<file path="src/rtl/dic_pkg.sv">
package dic_pkg;

    localparam int FIELD_W = 8;

    typedef struct packed {
        logic [FIELD_W-1:0] delay;
        logic [FIELD_W-1:0] thresh;
        logic [1:0]         en;
        logic               run;
    } ctrl_fields_t;

    typedef struct packed {
        logic dly;
        logic ioc;
    } cause_t;

    function automatic ctrl_fields_t decode_ctrl(input logic [31:0] w);
        ctrl_fields_t f;
        f.delay  = w[31:24];
        f.thresh = w[23:16];
        f.en     = w[13:12];
        f.run    = w[0];
        return f;
    endfunction

    function automatic logic [31:0] pack_status(input logic [FIELD_W-1:0] tmr,
                                                input logic [FIELD_W-1:0] cnt,
                                                input cause_t             c,
                                                input logic               halted);
        return {tmr, cnt, 2'b00, c.dly, c.ioc, 11'd0, halted};
    endfunction

endpackage

</file>
<file path="src/rtl/dic_pkt_counter.sv">
module dic_pkt_counter #(
    parameter int W       = 8,
    parameter int RST_VAL = 1
) (
    input  logic         clk,
    input  logic         rst,
    input  logic         load,
    input  logic [W-1:0] load_val,
    input  logic         pkt,
    input  logic         expire,
    input  logic [W-1:0] thresh,
    output logic [W-1:0] cnt,
    output logic         hit
);
    logic [W-1:0] cnt_q, base, dec, nxt;

    always_comb begin
        base = expire ? thresh : cnt_q;
        dec  = base - W'(1);
        hit  = pkt && !load && (dec == '0);
        if (load)        nxt = load_val;
        else if (pkt)    nxt = (dec == '0) ? thresh : dec;
        else if (expire) nxt = thresh;
        else             nxt = cnt_q;
    end

    always_ff @(posedge clk) begin
        if (rst) cnt_q <= W'(RST_VAL);
        else     cnt_q <= nxt;
    end

    assign cnt = cnt_q;
endmodule

</file>
<file path="src/rtl/dic_delay_timer.sv">
module dic_delay_timer #(
    parameter int W   = 8,
    parameter int DIV = 4
) (
    input  logic         clk,
    input  logic         rst,
    input  logic         restart,
    input  logic [W-1:0] length,
    output logic [W-1:0] tmr,
    output logic         expire
);
    localparam int PW = $clog2(DIV + 1);

    logic [W-1:0]  tmr_q;
    logic [PW-1:0] presc_q;
    logic          tick;

    assign tick   = (tmr_q != '0) && (presc_q == PW'(DIV - 1));
    assign expire = tick && (tmr_q == W'(1));

    always_ff @(posedge clk) begin
        if (rst) begin
            tmr_q   <= '0;
            presc_q <= '0;
        end else if (restart && (length != '0)) begin
            tmr_q   <= length;
            presc_q <= '0;
        end else if (tmr_q != '0) begin
            if (tick) begin
                tmr_q   <= tmr_q - W'(1);
                presc_q <= '0;
            end else begin
                presc_q <= presc_q + PW'(1);
            end
        end
    end

    assign tmr = tmr_q;
endmodule

</file>
<file path="src/rtl/dma_irq_coalesce.sv">
module dma_irq_coalesce
    import dic_pkg::*;
#(
    parameter int PRESC_DIV = 4
) (
    input  logic        clk,
    input  logic        rst,
    input  logic        pkt_done,
    input  logic        ctrl_wr,
    input  logic [31:0] ctrl_wdata,
    input  logic        sts_wr,
    input  logic [31:0] sts_wdata,
    output logic [31:0] sts_rdata,
    output logic        irq
);
    ctrl_fields_t       wr_f;
    logic [FIELD_W-1:0] thr_q, dly_q;
    logic [1:0]         en_q;
    logic               halted_q;
    cause_t             pend_q, pend_nxt;
    logic [FIELD_W-1:0] cnt, tmr;
    logic               hit, expire;
    logic [1:0]         clr;
    logic               unused_wr;

    assign wr_f      = decode_ctrl(ctrl_wdata);
    assign unused_wr = ^{ctrl_wdata[15:14], ctrl_wdata[11:1],
                         sts_wdata[31:14], sts_wdata[11:0]};

    always_ff @(posedge clk) begin
        if (rst) begin
            thr_q    <= FIELD_W'(1);
            dly_q    <= '0;
            en_q     <= '0;
            halted_q <= 1'b1;
        end else if (ctrl_wr) begin
            thr_q    <= wr_f.thresh;
            dly_q    <= wr_f.delay;
            en_q     <= wr_f.en;
            halted_q <= !wr_f.run;
        end
    end

    dic_pkt_counter #(.W(FIELD_W), .RST_VAL(1)) u_cnt (
        .clk      (clk),
        .rst      (rst),
        .load     (ctrl_wr),
        .load_val (wr_f.thresh),
        .pkt      (pkt_done),
        .expire   (expire),
        .thresh   (thr_q),
        .cnt      (cnt),
        .hit      (hit)
    );

    dic_delay_timer #(.W(FIELD_W), .DIV(PRESC_DIV)) u_tmr (
        .clk     (clk),
        .rst     (rst),
        .restart (pkt_done),
        .length  (dly_q),
        .tmr     (tmr),
        .expire  (expire)
    );

    always_comb begin
        clr          = sts_wr ? sts_wdata[13:12] : 2'b00;
        pend_nxt.dly = (pend_q.dly && !clr[1]) || expire;
        pend_nxt.ioc = (pend_q.ioc && !clr[0]) || hit;
    end

    always_ff @(posedge clk) begin
        if (rst) pend_q <= '0;
        else     pend_q <= pend_nxt;
    end

    assign sts_rdata = pack_status(tmr, cnt, pend_q, halted_q);
    assign irq       = (pend_q.ioc && en_q[0]) || (pend_q.dly && en_q[1]);
endmodule

</file>
<file path="config.mk">
export PLATFORM = sky130hd
export DESIGN_NAME = dma_irq_coalesce
export DESIGN_NICKNAME = d
export VERILOG_FILES = /design/src/rtl/dic_pkg.sv /design/src/rtl/dic_pkt_counter.sv /design/src/rtl/dic_delay_timer.sv /design/src/rtl/dma_irq_coalesce.sv
export SDC_FILE = /design/constraint.sdc
export NUM_CORES = 1
export LEC_CHECK = 0
export BUFFER_PORTS_ARGS = -buffer_cell sky130_fd_sc_hd__buf_2
export CAP_MARGIN = 20
export CORE_MARGIN = 2
export CORE_UTILIZATION = 48
export CTS_CLUSTER_DIAMETER = 120
export DETAILED_ROUTE_END_ITERATION = 6
export PLACE_DENSITY_LB_ADDON = 0.2
export SYNTH_ARGS = -nofsm -noshare
export SYNTH_HDL_FRONTEND = slang
export SYNTH_HIERARCHICAL = 1
export SYNTH_SLANG_ARGS = --single-unit
</file>
<file path="constraint.sdc">
create_clock -name clk -period 5.1 [get_ports clk]
set_input_delay 1.02 -clock clk [delete_from_list [all_inputs] [get_ports clk]]
set_output_delay 1.02 -clock clk [all_outputs]
set_load 0.05 [all_outputs]
</file>
==> results.cfg <==
[global_routing]
grt_util_all_layers_pct = 18.9
grt_pass1_wl_um = 8250
overflow = 0
antenna_found_initial = 0
grt_max_degree = 42
grt_pass1_vias = 1821

[floorplanning]
io_pins = 102
start_util_pct = 49.0
dieArea_um2 = 5700
rows = 26
die_h_um = 75.5
die_w_um = 75.5
core_um2 = 5010

[power_and_ir_drop]
switching_share_pct = 35.4
p_comb_share_pct = 27.8
power.total_w = 0.000805
seqPwrFrac_pct = 44.3
power.leakage_nw = 1.13
p_clk_share_pct = 27.9
power_density_nw_per_um2 = 294
p_int_w = 0.000521
vdd_drop_max_v = 0.000157
switching_power_w = 0.000285

[yosys]
avgSynthCellArea_um2 = 9.08
ys_seq_elements = 40
synth_cell_types = 62
netlist_area_um2 = 2450
synthArstFlopShare_pct = 0
syn_inst = 270
yosys_most_used_dff = dfxtp_1
synth_edf_count = 0
ys_warn_count = 6
synth.yosys.seq_area_share_pct = 32.7

[place]
dpl.hpwl_um = 3480
portBuffers = 45
gp_congestion = 0.838

[routing]
wl_met2_um = 2180
wl_met3_um = 287
num_vias = 2014
ant_nets = 0
first_pass_iters = 4
wl_um = 5010
drc = 0
wl_met1_um = 2490
vias_per_cell = 5.31
first_iter_violations = 93
top_layer = met4
wl_per_cell_um = 13.2

[timing]
rsz0062_at_grt = no
holdWs_ps = 460
final-max-slew-violation-count = 0
tns_ps = 0
slew_headroom_pct = 42.8
hold_viol = 0
setup_viol = 0
fin_crit_ps = 4140
tightestPinTransition_ps = 858
fin_crit_sh_pct = 81.2
clock_skew_ps = 4.53
fmaxAchievable_mhz = 241

[clock_tree]
post_cts.repair.setup_buffers = 0
clockBufferDepth = 2
cts_tree = done
cts_resized = 0
postCtsHoldBufs = 0
clk_pin_slew_ps = 80
htreeDepth = 2
root_buffer = clkbuf_8
clock_latency_ps = 300
clock-sinks = 40
cts_buffers = 5

[finish]
nFillCells = 479
n_antenna_cell = 0
syn_to_final_growth_pct = 11.7
drive_above_1_share_pct = 26.2
layout_commonest_cell = buf_2
layout.nets = 383
mostFrequentLayoutCells = buf_2, dfxtp_1, nor2_1

[setup_path]
arrival_ps = 4350
rr_startpoint = u_tmr/tmr[4]$_SDFFE_PP0P_
r2r-end = sts_rdata[12]$_SDFF_PP0_
start_kind = flip-flop
worst-setup-path-type = reg2reg
critPathCaptureType = flip-flop
critPathRequiredTime_ps = 5310
reg2reg_slack_ps = 960
critPathMaxFanout = 15
critPathLaunch = u_tmr/tmr[4]$_SDFFE_PP0P_
rr_worst_depth = 15

[worst_hold_path]
min_path_cells = 2
hold_end = u_tmr/presc_q[2]$_SDFFE_PP0P_
hp-class = reg2reg
worstHoldStart = u_tmr/presc_q[2]$_SDFFE_PP0P_

[flow_run]
cap_violations = 0

[outcome]
outcome = finished, final reports clean
cell usage after synthesis (4+ instances only):
cell / count / area (um^2)
dfxtp_1: 40 / 801
nand3_1: 6 / 30.0
a311oi_1: 4 / 35.0
xnor2_1: 7 / 61.3
nand2_1: 9 / 33.8
clkbuf_1: 6 / 22.5
inv_1: 10 / 37.5
ha_1: 6 / 75.1
a211oi_1: 10 / 75.1
nor2_1: 37 / 139
nand2b_1: 8 / 50.1
buf_4: 15 / 113
o22ai_1: 5 / 31.3
mux2_2: 4 / 45.0
or4_1: 4 / 30.0
a21oi_1: 7 / 35.0
o21ai_0: 5 / 25.0
mux2i_1: 25 / 250
sequential cells by signal, indices dropped and copies added, names as in the netlist:
signal / count
en_q: 2
thr_q: 8
halted_q: 1
sts_rdata: 2
dly_q: 8
u_cnt/cnt: 8
u_tmr/presc_q: 3
u_tmr/tmr: 8
metrics by stage:
step	cells	cell area [um^2]	setup WS (ps)	util, %
detailed placement	371	2640	998	52.7
floorplan	282	2500	537	-
global placement	371	2640	1100	52.7
global route	379	2740	636	54.7
finish	379	2740	957	54.7
CTS	379	2740	982	54.7
worst max-delay path by stage:
stage | slack (ps) | to | cells after the start
6_report | 960 | sts_rdata[12]$_SDFF_PP0_ | 15
4_1_cts | 980 | sts_rdata[12]$_SDFF_PP0_ | 15
5_1_grt | 640 | sts_rdata[12]$_SDFF_PP0_ | 15
2_1_floorplan | 540 | sts_rdata[12]$_SDFF_PP0_ | 17
3_5_place_dp | 1000 | sts_rdata[12]$_SDFF_PP0_ | 15
3_3_place_gp | 1100 | sts_rdata[12]$_SDFF_PP0_ | 15
cells by family after synthesis:
kind of cell    Yosys count  synth area share, %
compound gates           52                 17.0
xor+xnor                  9                 3.21
fa+ha+maj                 6                 3.06
buf+inv                  37                 8.98
flops                    40                 32.7
mux                      32                 13.8
other cells               1                0.153
simple gates             93                 21.2
metal layers:
layer | track usage [%] | vias to the layer above
met4 | 9.16 | 0
met3 | 3.57 | 4
met5 | 0 | -
met2 | 28.0 | 61
met1 | 26.3 | 928
li1 | - | 1021
final cells by class:
cell class                 count  area (um^2)  area share [%]
clock buffer                   6         82.6            3.02
clock inverter                 2         15.0           0.548
inverter                      10         37.5            1.37
multi-input combinational    205         1480            54.1
sequential                    40          801            29.2
tap                           70         87.6            3.20
timing repair buffer          46          233            8.50
power groups by stage:
stage	combinational (W)	sequential (W)	clock (W)
after global placement	0.000220	0.000364	0
final	0.000224	0.000357	0.000225
after CTS	0.000224	0.000357	0.000238
after detailed placement	0.000222	0.000364	0
after global routing	0.000247	0.000360	0.000246
after floorplan	0.000152	0.000397	0
worst max-delay path, stage by stage (launching register included):
cell and delay (ps):
dfxtp_1 380, nor4_4 530, nand2_1 130, nor4b_2 240, buf_4 290, mux2_2 400, inv_1 70, ha_1 290
nand2_1 90, mux2_2 300, nor4_1 370, o22a_4 260, nand4b_1 260, inv_1 150, inv_1 50, a311oi_1 230
Note: power is estimated with default switching activity, not from simulation.
